===== config.mk =====
export PLATFORM = sky130hd
export DESIGN_NAME = tt_slot_sched
export DESIGN_NICKNAME = d
export VERILOG_FILES = /design/src/rtl/tt_sched_pkg.sv /design/src/rtl/tt_slot_table.sv /design/src/rtl/tt_guard_check.sv /design/src/rtl/tt_tx_window.sv /design/src/rtl/tt_slot_sched.sv
export SDC_FILE = /design/constraint.sdc
export NUM_CORES = 2
export LEC_CHECK = 0
export CAP_MARGIN = 20
export CORE_MARGIN = 8
export CORE_UTILIZATION = 45
export DETAILED_ROUTE_END_ITERATION = 8
export PLACE_DENSITY = 0.66
export SETUP_SLACK_MARGIN = 0.02
export SYNTH_ARGS = -nofsm -noshare
export SYNTH_HDL_FRONTEND = slang
export SYNTH_SLANG_ARGS = --single-unit

===== constraint.sdc =====
create_clock -name clk -period 42.2 [get_ports clk]
set_input_delay 6.33 -clock clk [delete_from_list [all_inputs] [get_ports clk]]
set_output_delay 6.33 -clock clk [all_outputs]
set_load 0.02 [all_outputs]

===== src/rtl/tt_sched_pkg.sv =====
package tt_sched_pkg;

    localparam int DEF_ID_W      = 4;
    localparam int DEF_LEN_W     = 16;
    localparam int DEF_MAX_SLOTS = 16;

    // True when a guard of g ticks at each end still leaves a non-empty window.
    function automatic logic guard_fits(input logic [31:0] g, input logic [31:0] len);
        return ({g, 1'b0} < {1'b0, len});
    endfunction

endpackage


===== src/rtl/tt_slot_table.sv =====
module tt_slot_table #(
    parameter int MAX_SLOTS = 16,
    parameter int LEN_W     = 16,
    parameter int ID_W      = 4,
    parameter int IDX_W     = 4,
    parameter int CNT_W     = 5,
    parameter int TIME_W    = 20
) (
    input  logic [MAX_SLOTS*LEN_W-1:0] len_flat,
    input  logic [MAX_SLOTS*ID_W-1:0]  owner_flat,
    input  logic [CNT_W-1:0]           count,
    input  logic [TIME_W-1:0]          cur_time,
    output logic [TIME_W-1:0]          cycle_len,
    output logic [IDX_W-1:0]           slot_idx,
    output logic [TIME_W-1:0]          slot_start,
    output logic [LEN_W-1:0]           slot_len,
    output logic [ID_W-1:0]            slot_owner
);

    logic [TIME_W-1:0]    ends [MAX_SLOTS];
    logic [MAX_SLOTS-1:0] active;
    logic [MAX_SLOTS-1:0] passed;

    for (genvar g = 0; g < MAX_SLOTS; g++) begin : g_prefix
        logic [TIME_W-1:0] len_g;
        assign active[g] = (CNT_W'(g) < count);
        assign len_g     = active[g] ? TIME_W'(len_flat[g*LEN_W +: LEN_W]) : '0;
        if (g == 0) begin : g_first
            assign ends[g] = len_g;
        end else begin : g_next
            assign ends[g] = ends[g-1] + len_g;
        end
        assign passed[g] = active[g] && (cur_time >= ends[g]);
    end

    assign cycle_len = ends[MAX_SLOTS-1];

    logic [CNT_W-1:0] n_passed;

    always_comb begin
        n_passed = CNT_W'($countones(passed));
        if (count != '0 && n_passed >= count) begin
            slot_idx = IDX_W'(count - 1'b1);
        end else begin
            slot_idx = IDX_W'(n_passed);
        end
        slot_start = '0;
        for (int i = 1; i < MAX_SLOTS; i++) begin
            if (slot_idx == IDX_W'(i)) begin
                slot_start = ends[i-1];
            end
        end
        slot_len   = len_flat[slot_idx*LEN_W +: LEN_W];
        slot_owner = owner_flat[slot_idx*ID_W +: ID_W];
    end

endmodule


===== src/rtl/tt_guard_check.sv =====
module tt_guard_check
    import tt_sched_pkg::*;
#(
    parameter int MAX_SLOTS = 16,
    parameter int LEN_W     = 16,
    parameter int CNT_W     = 5
) (
    input  logic [MAX_SLOTS*LEN_W-1:0] len_flat,
    input  logic [CNT_W-1:0]           count,
    input  logic [LEN_W-1:0]           guard,
    input  logic [LEN_W-1:0]           skew,
    input  logic [LEN_W-1:0]           jitter,
    output logic                       err
);

    logic [LEN_W:0]       margin;
    logic                 short_guard;
    logic                 bad_count;
    logic [MAX_SLOTS-1:0] no_room;

    assign margin      = {1'b0, skew} + {1'b0, jitter};
    assign short_guard = ({1'b0, guard} < margin);
    assign bad_count   = (count == '0) || (count > CNT_W'(MAX_SLOTS));

    for (genvar g = 0; g < MAX_SLOTS; g++) begin : g_room
        assign no_room[g] = (CNT_W'(g) < count) &&
                            !guard_fits(32'(guard), 32'(len_flat[g*LEN_W +: LEN_W]));
    end

    assign err = short_guard || bad_count || (|no_room);

endmodule


===== src/rtl/tt_tx_window.sv =====
module tt_tx_window #(
    parameter int LEN_W  = 16,
    parameter int ID_W   = 4,
    parameter int TIME_W = 20
) (
    input  logic [TIME_W-1:0] cur_time,
    input  logic [TIME_W-1:0] slot_start,
    input  logic [LEN_W-1:0]  slot_len,
    input  logic [ID_W-1:0]   slot_owner,
    input  logic [ID_W-1:0]   node_id,
    input  logic [LEN_W-1:0]  guard,
    input  logic              allow,
    output logic              tx
);

    logic [TIME_W-1:0] offset;
    logic [TIME_W:0]   tail;
    logic              past_lead;
    logic              before_trail;

    assign offset       = cur_time - slot_start;
    assign tail         = {1'b0, offset} + (TIME_W+1)'(guard);
    assign past_lead    = (offset >= TIME_W'(guard));
    assign before_trail = (tail < (TIME_W+1)'(slot_len));
    assign tx           = allow && (slot_owner == node_id) && past_lead && before_trail;

endmodule


===== src/rtl/tt_slot_sched.sv =====
module tt_slot_sched
    import tt_sched_pkg::*;
#(
    parameter int ID_W      = DEF_ID_W,
    parameter int LEN_W     = DEF_LEN_W,
    parameter int MAX_SLOTS = DEF_MAX_SLOTS,
    localparam int IDX_W    = $clog2(MAX_SLOTS),
    localparam int CNT_W    = $clog2(MAX_SLOTS + 1),
    localparam int TIME_W   = LEN_W + IDX_W
) (
    input  logic                       clk,
    input  logic                       rst,
    input  logic [ID_W-1:0]            cfg_node_id,
    input  logic [CNT_W-1:0]           cfg_slot_count,
    input  logic [MAX_SLOTS*ID_W-1:0]  cfg_slot_owner,
    input  logic [MAX_SLOTS*LEN_W-1:0] cfg_slot_len,
    input  logic [LEN_W-1:0]           cfg_guard,
    input  logic [LEN_W-1:0]           cfg_max_skew,
    input  logic [LEN_W-1:0]           cfg_max_jitter,
    input  logic                       sync_req,
    input  logic [TIME_W-1:0]          sync_time,
    output logic                       tx_enable,
    output logic [IDX_W-1:0]           slot_index,
    output logic                       cycle_start,
    output logic                       config_error,
    output logic [TIME_W-1:0]          local_time
);

    typedef struct packed {
        logic [TIME_W-1:0] tm;
        logic              pend;
        logic [TIME_W-1:0] pend_val;
        logic              first;
        logic              live;
    } state_t;

    state_t state_d, state_q;

    logic [TIME_W-1:0] cycle_len;
    logic [TIME_W-1:0] slot_start;
    logic [LEN_W-1:0]  slot_len;
    logic [ID_W-1:0]   slot_owner;
    logic [IDX_W-1:0]  slot_idx;
    logic              cfg_bad;
    logic              tx_raw;
    logic              at_end;

    tt_slot_table #(
        .MAX_SLOTS(MAX_SLOTS), .LEN_W(LEN_W), .ID_W(ID_W),
        .IDX_W(IDX_W), .CNT_W(CNT_W), .TIME_W(TIME_W)
    ) u_table (
        .len_flat   (cfg_slot_len),
        .owner_flat (cfg_slot_owner),
        .count      (cfg_slot_count),
        .cur_time   (state_q.tm),
        .cycle_len  (cycle_len),
        .slot_idx   (slot_idx),
        .slot_start (slot_start),
        .slot_len   (slot_len),
        .slot_owner (slot_owner)
    );

    tt_guard_check #(
        .MAX_SLOTS(MAX_SLOTS), .LEN_W(LEN_W), .CNT_W(CNT_W)
    ) u_guard (
        .len_flat (cfg_slot_len),
        .count    (cfg_slot_count),
        .guard    (cfg_guard),
        .skew     (cfg_max_skew),
        .jitter   (cfg_max_jitter),
        .err      (cfg_bad)
    );

    tt_tx_window #(
        .LEN_W(LEN_W), .ID_W(ID_W), .TIME_W(TIME_W)
    ) u_window (
        .cur_time   (state_q.tm),
        .slot_start (slot_start),
        .slot_len   (slot_len),
        .slot_owner (slot_owner),
        .node_id    (cfg_node_id),
        .guard      (cfg_guard),
        .allow      (state_q.live && !cfg_bad),
        .tx         (tx_raw)
    );

    assign at_end = (({1'b0, state_q.tm} + 1'b1) >= {1'b0, cycle_len});

    always_comb begin
        state_d       = state_q;
        state_d.live  = 1'b1;
        state_d.first = at_end;
        if (at_end) begin
            if (state_q.pend && (state_q.pend_val < cycle_len)) begin
                state_d.tm = state_q.pend_val;
            end else begin
                state_d.tm = '0;
            end
            state_d.pend = 1'b0;
        end else begin
            state_d.tm = state_q.tm + 1'b1;
        end
        if (sync_req) begin
            state_d.pend     = 1'b1;
            state_d.pend_val = sync_time;
        end
    end

    always_ff @(posedge clk) begin
        if (rst) begin
            state_q <= '0;
        end else begin
            state_q <= state_d;
        end
    end

    assign tx_enable    = tx_raw;
    assign slot_index   = slot_idx;
    assign cycle_start  = state_q.first;
    assign config_error = cfg_bad;
    assign local_time   = state_q.tm;

endmodule


Yosys cells after proc, flatten, opt, wreduce, memory -nomap -nowiden --
Index checks and enable logic that the tools add are counted.
Cells by class: add/sub/neg operators 36, magnitude comparators 55, eq/ne operators 16, shifts and indexed selects 2, muxes and demuxes 37, reductions and logical operators 62
Operator list (number):
- two-way mux 20 bit | 17
- greater-or-equal comparator 20 bit | 16
- adder 20 bit | 15
- < comparator 17 x 16 -> 1 bit | 16
- two-way mux 16 bit | 16
- indexed part select 256 x 9 -> 16 bit | 1
- indexed part select 64 x 7 -> 4 bit | 1
- < comparator 4 x 5 -> 1 bit (first input constant) | 8
- logical AND 1 bit | 38
- adder 5 bit | 7
- equality test 4 bit (second input constant) | 8
- adder 20 x 1 -> 21 bit (second input constant) | 1
- adder 20 x 16 -> 21 bit | 1
- greater-or-equal comparator 21 x 20 -> 1 bit | 1
- < comparator 21 x 16 -> 1 bit | 1
- two-way mux 21 bit | 1
- adder 20 x 1 -> 20 bit (second input constant) | 1
- greater-or-equal comparator 20 x 16 -> 1 bit | 1
- < comparator 20 bit | 1
- < comparator 3 x 5 -> 1 bit (first input constant) | 4
- subtractor 20 bit | 1
- adder 16 x 16 -> 17 bit | 1
- logical NOT 1 bit | 17
- < comparator 16 x 17 -> 1 bit | 1
- other kinds (17) | 33
Word-level totals: flip-flop bits (word level) 43, output and inout port bits 27, word-level logic and storage cells 213

Logic depth before layout (Yosys ltp) --
word-level depth 46, depth in mapped cells 144

By module --
A second synthesis with hierarchy kept.
Second synthesis, totals: cells, all modules 5503, area total of the unflattened synthesis 38967.4 um2
By module, submodules not included:
- tt_slot_table | instances 1, cells an instance 3802, area each 25966.2 um2, seq. area each 0.0 um2
- tt_guard_check | instances 1, cells an instance 983, area each 7188.1 um2, seq. area each 0.0 um2
- tt_slot_sched | instances 1, cells an instance 338, area each 3044.2 um2, seq. area each 860.8 um2
- tt_tx_window | instances 1, cells an instance 380, area each 2768.9 um2, seq. area each 0.0 um2

Worst setup path after synthesis --
Ideal clock, no wire load.
path kind input to output, start input port cfg_slot_count[3], end output port tx_enable, arrival 32.745 ns, setup slack 3.125 ns, cell stages on the path 141, buffers on the path 4, cell sequence clkbuf_1 -> inv_1 -> nand2_1 -> nor3_1 -> nor2b_1 -> ha_1 -> fa_1 -> a21oi_1 -> nor2_1 -> nor2_1 -> xnor2_1 -> ha_1 -> and3_4 -> a2111oi_4 -> xnor2_1 -> ha_1 -> o211ai_1 -> a21oi_1 -> [... 105 more ...] -> a21boi_0 -> o21ai_0 -> a21boi_0 -> o21ai_0 -> a21boi_0 -> o21ai_0 -> nor2b_1 -> xnor2_1 -> ha_1 -> xor2_1 -> ha_1 -> nand2_1 -> o21ai_0 -> nor4b_1 -> nand3_1 -> a31oi_1 -> o2111ai_1 -> nor3_1
On the way: cells in the longest elaborated chain, start to end 46, elaborated cells on any way between the ends 163, classes of those cells 33 x add/sub; 36 x order compare; 16 x eq/ne; 2 x shift; 32 x mux; 44 x reduce/logical
RTL lines:
- start: declaration | RTL line tt_slot_sched.sv:14 | input logic [CNT_W-1:0] cfg_slot_count,
- < comparator 1 x 5 -> 1 bit | RTL line tt_slot_table.sv:26, tt_guard_check.sv:26
- two-way mux 16 bit | RTL line tt_slot_table.sv:27 | assign len_g = active[g] ? TIME_W'(len_flat[g*LEN_W +: LEN_W]) : '0;
- adder 20 bit (15 in a row) | RTL line tt_slot_table.sv:31 | assign ends[g] = ends[g-1] + len_g;
- greater-or-equal comparator 20 bit | RTL line tt_slot_table.sv:33 | assign passed[g] = active[g] && (cur_time >= ends[g]);
- logical AND 1 bit | RTL line tt_slot_table.sv:33
- adder 1 x 1 -> 2 bit (implied by the code) | RTL line tt_slot_table.sv:41 | n_passed = CNT_W'($countones(passed));
- adder 5 bit (implied by the code) (3 in a row) | RTL line tt_slot_table.sv:41
- greater-or-equal comparator 5 bit | RTL line tt_slot_table.sv:42 | if (count != '0 && n_passed >= count) begin
- logical AND 1 bit | RTL line tt_slot_table.sv:42
- two-way mux 4 bit | RTL line tt_slot_table.sv:42
- equality test 4 x 1 -> 1 bit | RTL line tt_slot_table.sv:49 | if (slot_idx == IDX_W'(i)) begin
- two-way mux 20 bit (15 in a row) | RTL line tt_slot_table.sv:49
- subtractor 20 bit | RTL line tt_tx_window.sv:21 | assign offset = cur_time - slot_start;
- adder 20 x 16 -> 21 bit / greater-or-equal comparator 20 x 16 -> 1 bit (equally long branches) | RTL line tt_tx_window.sv:22, tt_tx_window.sv:23
- < comparator 21 x 16 -> 1 bit / logical AND 1 bit (equally long branches) | RTL line tt_tx_window.sv:24, tt_tx_window.sv:25
- logical AND 1 bit (*) | RTL line tt_tx_window.sv:25 | assign tx = allow && (slot_owner == node_id) && past_lead && before_trail;
- end: declaration | RTL line tt_slot_sched.sv:22 | output logic tx_enable,
Every way passes the cells marked *; elsewhere a longest branch is shown, timed or not.

Final worst setup path --
Ends and elaborated chain as after synthesis.

==> metrics.md <==
| Metric | Value |
|---|---|
| Final Setup Violations | 0 |
| Outcome | finished clean |
| Area of the die | 91400 um^2 |
| Gr busiest metal | met2 |
| IO Port Bufs | between 400 and 500 |
| Post-layout nets | 7075 |
| Hold Crit Class | flip-flop to flip-flop |
| Fmax | between 20 and 25 MHz |
| Worst skew pair latency | 300 ps |
| CP Class | input port to output port |
| Number of hold buffers added after cts | 0 |
| Via count | between 40000 and 50000 |
| Least-Margin Pin Slew | 1380 ps |
| Clock Tree Buf Depth | 2 |
| Core area | 81600 um^2 |
| CTS Root Buffer Type | clkbuf_16 |
| # fillers | 8126 |
| Met1 usage | 0.513 |
| GRT Resource Usage Total | 0.402 |
| Syn Area/Cell | 7.21 um^2 |
| #FFs+latches synth | 43 |
| Max_cap viols | 0 |
| CP max stage delay | 550 ps |
| Vias in the first global route | 39148 |
| Initial antenna violation count | 20 |
| Final hold vios | 0 |
| Num CTS Buffers | 5 |
| WL/cell | 28.4 um |
| Async S/R FF share, synth | 0 |
| DRC errors left | 0 |
| Cells after synthesis | a little over 5000 |
| Setup TNS | 0 ps |
| WP data arrival | between 30000 and 40000 ps |
| Mapped Nets | around 6500 |
| Die Ht | roughly 300 um |
| Slew Limit Fails | 0 |
| Detail Route Antenna Nets | 0 |
| CTS sink cnt | 43 |
| Leading cell type in the layout, fill and taps excluded | ha_1 |
| Fin crit period | a little over 40000 ps |
| WL final | 192 mm |
| Register area share after synthesis | 0.0233 |
| Reg clk slew, reported paths | 70 ps |
| Worst slew margin | 0.0683 |
| Post-DP HPWL | 158 mm |
| Largest net degree at the start of global routing | 78 |
| DIE WIDTH | around 300 um |
| Starting Density | 0.452 |
| CTS tree | yes |
| Layout cell share with drive strength beyond 1 | 0.0793 |
| FF-to-FF setup slack | 36320 ps |
| Post-synth EDFFs | 0 |
| Period utilization | 0.967 |
| Final Skew | 6.35 ps |
| Layout area overhead | 21.0% |
| Max H-tree Level | 2 |
| Worst Path Buf+Inv | 22 |
| Routed vias/inst | around 6 |
| Ys Warns | 0 |
| Core Rows | around 110 |
| First-pass GRT wire length | 270 mm |
| CP delay by family, top | adder cells |
| GPL Wtd Cong | 1.12 |
| Worst setup SP type | input port |
| First-pass iteration count of the detailed router | 6 |
| CP max stage cell | a2111oi_2 |
| Most frequent cells in the layout | ha_1 (948), inv_1 (665), nor2_1 (464) |
| Worst-path maximum fanout | 26 |
| Grt total ovfl | 0 |
| CP required | 35870 ps |
| DRT iter0 DRCs | roughly 4600 |
| I/O pins | 427 |
| Most frequent cell on the critical path | ha_1 |
| Cell area after synthesis | 36900 um^2 |
| Crit. End Element | output port |
| GR Layer Usage met2 | 0.624 |
| Post-synthesis cell type count | 103 |
| Ys flop type | dfxtp_1 |
| M3 GR Usage | 0.0758 |
==> per-layer routing <==
layer / part of all wire / vias to the layer above
met5: 0.000068 / -
met4: 0.076 / 2
met3: 0.10 / 532
met2: 0.42 / 2304
met1: 0.40 / 19462
li1: - / 19226
==> through the flow <==
step | hold slack, ps | instance area (um^2) | worst slack [ps] | std cells | utilization
global placement | 486 | 44000 | 249 | 6743 | 0.539
floorplan | 457 | 36900 | 3130 | 5114 | -
global route | 553 | 44600 | -30.5 | 6769 | 0.547
detailed placement | 488 | 44100 | -188 | 6751 | 0.540
CTS | 508 | 44300 | 54.4 | 6759 | 0.542
finish | 510 | 44700 | 1380 | 6781 | 0.547
==> worst paths after layout <==
path	to	cells after the start	from
max	tx_enable	132	cfg_slot_count[3]
min	state_q[22]	2	state_q[22]
max reg2reg	local_time[7]	25	local_time[1]
min reg2reg	state_q[22]	2	state_q[22]
==> state kept, by name (all words and copies together), names as in the netlist <==
| register | count |
|---|---|
| local_time | 20 |
| state_q | 22 |
| cycle_start | 1 |
==> final cells by class <==
cell class	count	area [um^2]	share of cell area
multi-input cells	4256	33300	0.746
clock buffers	5	125	0.00280
flip-flops and latches	43	861	0.0193
diodes	14	35.0	0.000785
inverters	673	2540	0.0568
repair buffers	717	6430	0.144
clock inverters	3	25.0	0.000560
well taps	1070	1340	0.0300
==> worst reg2reg max path, cell delays in order, from the launching register on <==
cell and delay, ps:
dfxtp_1 820, buf_4 500, ha_1 430, nand2_1 120
xnor2_1 150, ha_1 320, a21o_1 180, a21o_1 170
a21o_1 180, a21oi_1 150, nor2b_1 60, o21ai_0 150
nand2b_1 70, a21oi_1 140, nor2b_1 60, o21ai_0 160
a21boi_0 130, o21a_1 180, o21a_1 160, o21a_1 180
a21oi_1 340, nand3b_1 190, a311oi_1 90, nor2_1 210
o21ai_4 220, a22o_1 390
==> Yosys cell counts (16+ instances only) <==
master      n  area share
xnor2_1   193       0.046
xor2_1     93       0.022
a22o_1     22      0.0052
nand3_1    73      0.0099
nand2b_1   92       0.016
nor2_1    468       0.048
and3_1     25      0.0042
o21bai_1   55       0.011
o21a_1    203       0.041
a221oi_1   19      0.0045
a31oi_1    21      0.0036
a21boi_0   29      0.0059
o21ai_0   267       0.036
ha_1      950        0.32
dfxtp_1    43       0.023
clkbuf_1   96      0.0098
o22ai_1    40      0.0068
buf_4      20      0.0041
nand2_1   354       0.036
a21o_1    328       0.067
mux2i_1    36      0.0098
a21oi_1   369       0.050
inv_1     669       0.068
nor2b_1   104       0.018
a311oi_1   43       0.010
a211oi_1   44      0.0090
o211ai_1   51       0.010
nand4_1    16      0.0027
a22oi_1    17      0.0035
fa_1       29       0.016
and2_1     33      0.0056
nor3_1     72      0.0098
buf_1      24      0.0024
==> repair_timing <==
| action | CTS | global route |
|---|---|---|
| pin swaps | 0 | 10 |
| endpoints found under the setup margin | 1 | 1 |
| buffers inserted | 0 | 7 |
| resized for setup | 6 | 71 |
==> logic make-up (layout without fill, tap and decap cells) <==
logic type	after synthesis	in the layout	synth area share
buffers and inverters	815	1398	0.0853
other	1	15	0.000102
AND/OR/NAND/NOR	1295	1295	0.161
adder cells (fa/ha/maj)	981	981	0.338
multiplexers	57	57	0.0211
XOR/XNOR	301	301	0.0772
flip-flops	43	43	0.0233
AO/OA/AOI/OAI	1621	1621	0.294
Power is not shown: default switching activity piles up to over one toggle a cycle in this logic, so the estimate is an artifact.
